File: config.mk
export PLATFORM = sky130hd
export DESIGN_NAME = pwmx_ctrl
export DESIGN_NICKNAME = d
export VERILOG_FILES = /design/src/rtl/pwmx_pkg.sv /design/src/rtl/pwmx_regs.sv /design/src/rtl/pwmx_chan.sv /design/src/rtl/pwmx_ctrl.sv
export SDC_FILE = /design/constraint.sdc
export NUM_CORES = 2
export LEC_CHECK = 0
export ABC_AREA = 0
export BUFFER_PORTS_ARGS = -buffer_cell sky130_fd_sc_hd__buf_2
export CORE_MARGIN = 2
export CORE_UTILIZATION = 50
export CTS_CLUSTER_DIAMETER = 200
export DETAILED_ROUTE_END_ITERATION = 7
export HOLD_SLACK_MARGIN = 0.08
export PLACE_DENSITY_LB_ADDON = 0.1
export SETUP_SLACK_MARGIN = 0.3
export SYNTH_ARGS = -nofsm -noshare
export SYNTH_HDL_FRONTEND = slang
export SYNTH_SLANG_ARGS = --single-unit
export TNS_END_PERCENT = 100
File: constraint.sdc
create_clock -name clk -period 3.1 [get_ports clk]
set_input_delay 0.31 -clock clk [delete_from_list [all_inputs] [get_ports clk]]
set_output_delay 0.31 -clock clk [all_outputs]
set_load 0.01 [all_outputs]
File: src/rtl/pwmx_pkg.sv
package pwmx_pkg;
    localparam int NUM_CH  = 4;
    localparam int CNT_W   = 16;
    localparam int DATA_W  = 32;
    localparam int ADDR_W  = 5;
    localparam int HI_LSB  = 16;
    localparam int BIT_UPD = 30;
    localparam int BIT_EN  = 31;
    localparam int CH_LSB  = 3;
    localparam int REG_BIT = 2;

    typedef struct packed {
        logic [CNT_W-1:0] high;
        logic [CNT_W-1:0] div;
        logic [CNT_W-1:0] pre;
    } chan_cfg_t;

    function automatic logic [DATA_W-1:0] word_a(chan_cfg_t c);
        logic [DATA_W-1:0] r;
        r = '0;
        r[HI_LSB +: CNT_W] = c.high;
        r[0 +: CNT_W]      = c.div;
        return r;
    endfunction

    function automatic logic [DATA_W-1:0] word_b(chan_cfg_t c, logic en);
        logic [DATA_W-1:0] r;
        r = '0;
        r[0 +: CNT_W] = c.pre;
        r[BIT_EN]     = en;
        return r;
    endfunction
endpackage

File: src/rtl/pwmx_regs.sv
module pwmx_regs
    import pwmx_pkg::*;
#(
    parameter int NCH = NUM_CH,
    parameter int AW  = ADDR_W,
    parameter int DW  = DATA_W
) (
    input  logic            clk,
    input  logic            rst,
    input  logic            wr_en,
    input  logic [AW-1:0]   addr,
    input  logic [DW-1:0]   wr_data,
    input  logic            rd_en,
    output logic [DW-1:0]   rd_data,
    output chan_cfg_t       stg_d [NCH],
    output logic [NCH-1:0]  en_q,
    output logic [NCH-1:0]  en_d,
    output logic [NCH-1:0]  upd_d
);
    localparam int CH_W = (NCH > 1) ? $clog2(NCH) : 1;

    chan_cfg_t        stg_q [NCH];
    logic [CH_W-1:0]  ch_sel;
    logic             sel_b;
    logic             unused_bits;

    assign ch_sel      = addr[CH_LSB +: CH_W];
    assign sel_b       = addr[REG_BIT];
    assign unused_bits = ^{wr_data[BIT_UPD-1:HI_LSB], addr[1:0]};

    always_comb begin
        for (int i = 0; i < NCH; i++) begin
            stg_d[i] = stg_q[i];
            en_d[i]  = en_q[i];
            upd_d[i] = 1'b0;
            if (wr_en && (int'(ch_sel) == i)) begin
                if (!sel_b) begin
                    stg_d[i].high = wr_data[HI_LSB +: CNT_W];
                    stg_d[i].div  = wr_data[0 +: CNT_W];
                end else begin
                    stg_d[i].pre  = wr_data[0 +: CNT_W];
                    en_d[i]       = wr_data[BIT_EN];
                    upd_d[i]      = wr_data[BIT_UPD];
                end
            end
        end
    end

    always_ff @(posedge clk) begin
        if (rst) begin
            for (int i = 0; i < NCH; i++) stg_q[i] <= '0;
            en_q    <= '0;
            rd_data <= '0;
        end else begin
            for (int i = 0; i < NCH; i++) stg_q[i] <= stg_d[i];
            en_q <= en_d;
            if (rd_en) begin
                rd_data <= '0;
                for (int i = 0; i < NCH; i++) begin
                    if (int'(ch_sel) == i)
                        rd_data <= sel_b ? word_b(stg_q[i], en_q[i]) : word_a(stg_q[i]);
                end
            end
        end
    end
endmodule

File: src/rtl/pwmx_chan.sv
module pwmx_chan
    import pwmx_pkg::*;
(
    input  logic             clk,
    input  logic             rst,
    input  chan_cfg_t        stg_d,
    input  logic             en_q,
    input  logic             en_d,
    input  logic             upd_d,
    output chan_cfg_t        act_q,
    output logic [CNT_W-1:0] pre_cnt,
    output logic [CNT_W-1:0] per_cnt,
    output logic             pwm
);
    chan_cfg_t pend_q;
    logic      pend_v;
    logic      bnd;
    logic      apply_now;

    assign bnd       = en_q && (pre_cnt == act_q.pre) && (per_cnt == act_q.div);
    assign apply_now = !en_q || bnd;
    assign pwm       = en_q && (act_q.high > per_cnt);

    always_ff @(posedge clk) begin
        if (rst) begin
            pre_cnt <= '0;
            per_cnt <= '0;
            act_q   <= '0;
            pend_q  <= '0;
            pend_v  <= 1'b0;
        end else begin
            if (!(en_q && en_d)) begin
                pre_cnt <= '0;
                per_cnt <= '0;
            end else if (pre_cnt == act_q.pre) begin
                pre_cnt <= '0;
                per_cnt <= (per_cnt == act_q.div) ? '0 : per_cnt + 1'b1;
            end else begin
                pre_cnt <= pre_cnt + 1'b1;
            end

            if (upd_d) begin
                if (apply_now) begin
                    act_q  <= stg_d;
                    pend_v <= 1'b0;
                end else begin
                    pend_q <= stg_d;
                    pend_v <= 1'b1;
                end
            end else if (pend_v && apply_now) begin
                act_q  <= pend_q;
                pend_v <= 1'b0;
            end
        end
    end
endmodule

File: src/rtl/pwmx_ctrl.sv
module pwmx_ctrl
    import pwmx_pkg::*;
#(
    parameter int NCH = NUM_CH,
    parameter int AW  = ADDR_W,
    parameter int DW  = DATA_W
) (
    input  logic            clk,
    input  logic            rst,
    input  logic            wr_en,
    input  logic [AW-1:0]   addr,
    input  logic [DW-1:0]   wr_data,
    input  logic            rd_en,
    output logic [DW-1:0]   rd_data,
    output logic [NCH-1:0]  pwm_out
);
    chan_cfg_t        stg_d   [NCH];
    chan_cfg_t        act_cfg [NCH];
    logic [CNT_W-1:0] pre_cnt [NCH];
    logic [CNT_W-1:0] per_cnt [NCH];
    logic [NCH-1:0]   en_q;
    logic [NCH-1:0]   en_d;
    logic [NCH-1:0]   upd_d;

    pwmx_regs #(.NCH(NCH), .AW(AW), .DW(DW)) regs_i (
        .clk     (clk),
        .rst     (rst),
        .wr_en   (wr_en),
        .addr    (addr),
        .wr_data (wr_data),
        .rd_en   (rd_en),
        .rd_data (rd_data),
        .stg_d   (stg_d),
        .en_q    (en_q),
        .en_d    (en_d),
        .upd_d   (upd_d)
    );

    for (genvar g = 0; g < NCH; g++) begin : g_ch
        pwmx_chan chan_i (
            .clk     (clk),
            .rst     (rst),
            .stg_d   (stg_d[g]),
            .en_q    (en_q[g]),
            .en_d    (en_d[g]),
            .upd_d   (upd_d[g]),
            .act_q   (act_cfg[g]),
            .pre_cnt (pre_cnt[g]),
            .per_cnt (per_cnt[g]),
            .pwm     (pwm_out[g])
        );
    end
endmodule

==> qor.yml <==
cells_and_area:
  drive_gt1_share_pct: 11.37
  area_delta_synth_final_pct: 11.79
  layout_common_cells: "716 x dfxtp_1, 609 x nand2_1, 385 x a21oi_1, 209 x mux2i_1, 183 x o21ai_0"
  diodes: 0
  layout.nets: 3870
  final_common_cell: "dfxtp_1"
  stdcell_count: 4691
placement:
  io_buffers: 74
  place_inst: 4526
  dpl.hpwl_um: 70290
  pre_cts_ws_ns: 0.3037
  place_congestion: 0.9036
global_routing:
  grt_use_met3_pct: 3.975
  grt_pass1_vias: 26020
  grt_pass1_wl_um: 154700
  grt_use_total_pct: 28.57
  use_met2_pct: 45.25
  grt_max_degree: 148
  grt.busiest_layer: "met2"
  grt_overflow: 0
  grtUsageMet1_pct: 40.38
  antenna_found_initial: 3
cts:
  cts_buffers: 80
  clock_path_buffers: 3
  cts_tree: "done"
  clk_pin_slew_ns: 0.06
  cts_root_buf: "clkbuf_16"
  clkSinkCount: 744
  htreeDepth: 3
  clock_latency_ns: 0.63
pwr:
  internal_power_mw: 15.50
  p_clk_share_pct: 46.3
  power_density_nw_per_um2: 540.4
  p_seq_share_pct: 48.0
  p_leak_nw: 13.27
  irDropWorstVdd_v: 0.0004230
  p_comb_share_pct: 5.7
  p_sw_mw: 4.847
  switching_share_pct: 23.82
logic_synthesis:
  ys_ff_latch: 744
  synth_area_per_cell_um2: 8.874
  syn_inst: 3796
  ys_async_sr_fraction_pct: 0
  syn_nets: 3909
  synth_ff_type: "dfxtp_1"
  syn-cell-area_um2: 33690
  yosysWarnings: 0
  synth_top_area_share_pct: 44.21
  ys_seq_area_share_pct: 44.21
  yosysTopAreaCell: "dfxtp_1"
  synth_edf_count: 0
  yosysUniqueCellTypes: 55
  ys_top_cells_by_area: "dfxtp_1 44%, nand2_1 6.8%, mux2i_1 6.2%"
critical_path:
  reg2reg_depth: 7
  crit_type: "reg2out"
  worstPathArrival_ns: 2.42
  critPathCaptureType: "output port"
  cp_top_family: "compound AO/OA/AOI/OAI gates"
  start_kind: "register"
  worst_path_largest_cell_delay_ns: 0.39
  crit_slowest_cell: "dfxtp_4"
  path_buf_inv: 2
  worstPathRequired_ns: 2.79
  cp.depth: 8
  path_cells: "inv_1, ha_1, a211o_1, a21oi_1, nand3_1, a21oi_2, nor2_4, buf_2"
  crit_fanout: 5
timing:
  drv_slew: 0
  maxSlewHeadroom_pct: 13.32
  max_freq_mhz: 366.5
  period_needed_ns: 2.728
  timing.final.crit_share_pct: 88.01
  finClkSkew_ns: 0.02366
  hold_viol_final: 0
  rsz0062_at_grt: "no"
  tns_ns: 0
  worstMarginPinSlew_ns: 1.295
  setup_ws_ns: 0.3718
  setup_violations: 0
floorplanning:
  core-area_um2: 66920
  start_util_pct: 50.34
  die_y_um: 263.6
  die_x_um: 263.6
  die_area_um2: 69470
  ios: 77
  rows: 95
drt:
  dr.first_iter.drc_count: 2335
  drt-vias-per-instance: 5.849
  vias: 27440
  first_pass_iters: 7
  drt_wl_total_um: 101500
  wl_per_cell_um: 21.64
  antenna_left: 0
  drc_errors: 0
min_path:
  hold_class: "in2reg"
  whs_path_depth: 3
run:
  maxCapViolCount: 0
outcome:
  status: "finished clean"
## what timing repair did
action	CTS	global route
gates cloned	0	0
hold endpoints to repair	56	0
buffers inserted	1	7
pin swaps	1	8
hold buffers	14	0
resized for setup	6	49
setup endpoints to repair	3	5
## metrics by stage
stage          cell area (um^2)  utilization (%)  total power, mW  hold WS, ns
2_1_floorplan             33690                -            10.63       0.4323
3_3_place_gp              34740            51.92            11.07       0.4576
3_5_place_dp              34740            51.92            11.09       0.4507
4_1_cts                   37470            56.00            20.45       0.1262
5_1_grt                   37660            56.27            20.93       0.1550
6_report                  37660            56.27            20.35       0.1684
## power by group through the flow
| stage | logic (mW) | clock network [mW] | registers, mW |
|---|---|---|---|
| 6_report | 1.15 | 9.43 | 9.77 |
| 3_5_place_dp | 1.10 | 0 | 9.99 |
| 2_1_floorplan | 0.693 | 0 | 9.94 |
| 3_3_place_gp | 1.08 | 0 | 9.98 |
| 5_1_grt | 1.22 | 9.94 | 9.77 |
| 4_1_cts | 1.12 | 9.56 | 9.78 |
## flip-flops by register name, indices dropped and copies added, names as in the netlist
register	flops
regs_i.rd_data	32
g_ch.chan_i.per_cnt	64
g_ch.chan_i.pend_q	192
regs_i.stg_q	192
g_ch.chan_i.pre_cnt	64
g_ch.chan_i.act_q	192
g_ch.chan_i.pend_v	4
regs_i.en_q	4
## cell type report
cell class,instances,area (um^2)
well taps,873,1092
inverters,72,274.0
multi-input cells,2688,17480
repair buffers,171,1285
clock inverters,24,201.4
clock buffers,119,2372
fillers,5972,29260
flip-flops and latches,744,14950
## final timing paths
path | slack [ns] | endpoint | from
max | 0.37 | pwm_out[2] | g_ch[2].chan_i.per_cnt[5]
max reg2reg | 0.50 | g_ch[0].chan_i.act_q[9] | g_ch[0].chan_i.pre_cnt[4]
min | 0.17 | regs_i.rd_data[4] | rd_en
min reg2reg | 0.47 | g_ch[0].chan_i.pend_q[43] | g_ch[0].chan_i.pend_q[43]
## Yosys cell counts (8+ instances only)
cell	number
dfxtp_1	744
nand2_1	609
a21oi_1	388
clkbuf_1	213
mux2i_1	209
nor2_1	187
o21ai_0	186
xor2_1	161
a311oi_1	150
nand2b_1	150
xnor2_1	75
ha_1	72
inv_1	72
nor2b_1	71
nand3_1	67
buf_2	56
o2bb2ai_1	48
mux2_2	45
nand4_1	44
mux4_2	37
nor4_1	36
and3_1	33
nor3_1	18
a21o_1	15
buf_1	12
and4_1	10
or3_1	9
or2_2	8
## logic make-up (layout without fill, tap and decap cells)
family | after synthesis | after routing | share of synthesized area (%)
compound gates | 829 | 829 | 14.95
xor+xnor | 236 | 236 | 6.136
fa+ha+maj | 72 | 72 | 2.674
buf+inv | 364 | 386 | 4.420
flops | 744 | 744 | 44.21
mux | 294 | 294 | 10.32
simple gates | 1257 | 1257 | 17.28
## layer usage
layer / up-vias / routed length, um
met5: - / 0
met1: 13240 / 46130
met4: 0 / 2976
met3: 178 / 6585
li1: 13130 / -
met2: 881 / 45820
## tightest hold or removal path: stages
cell and delay [ns]:
buf_2 0.24, nor2_1 0.15, nor3_1 0.04
No activity file was read; power rests on OpenSTA's default activity.
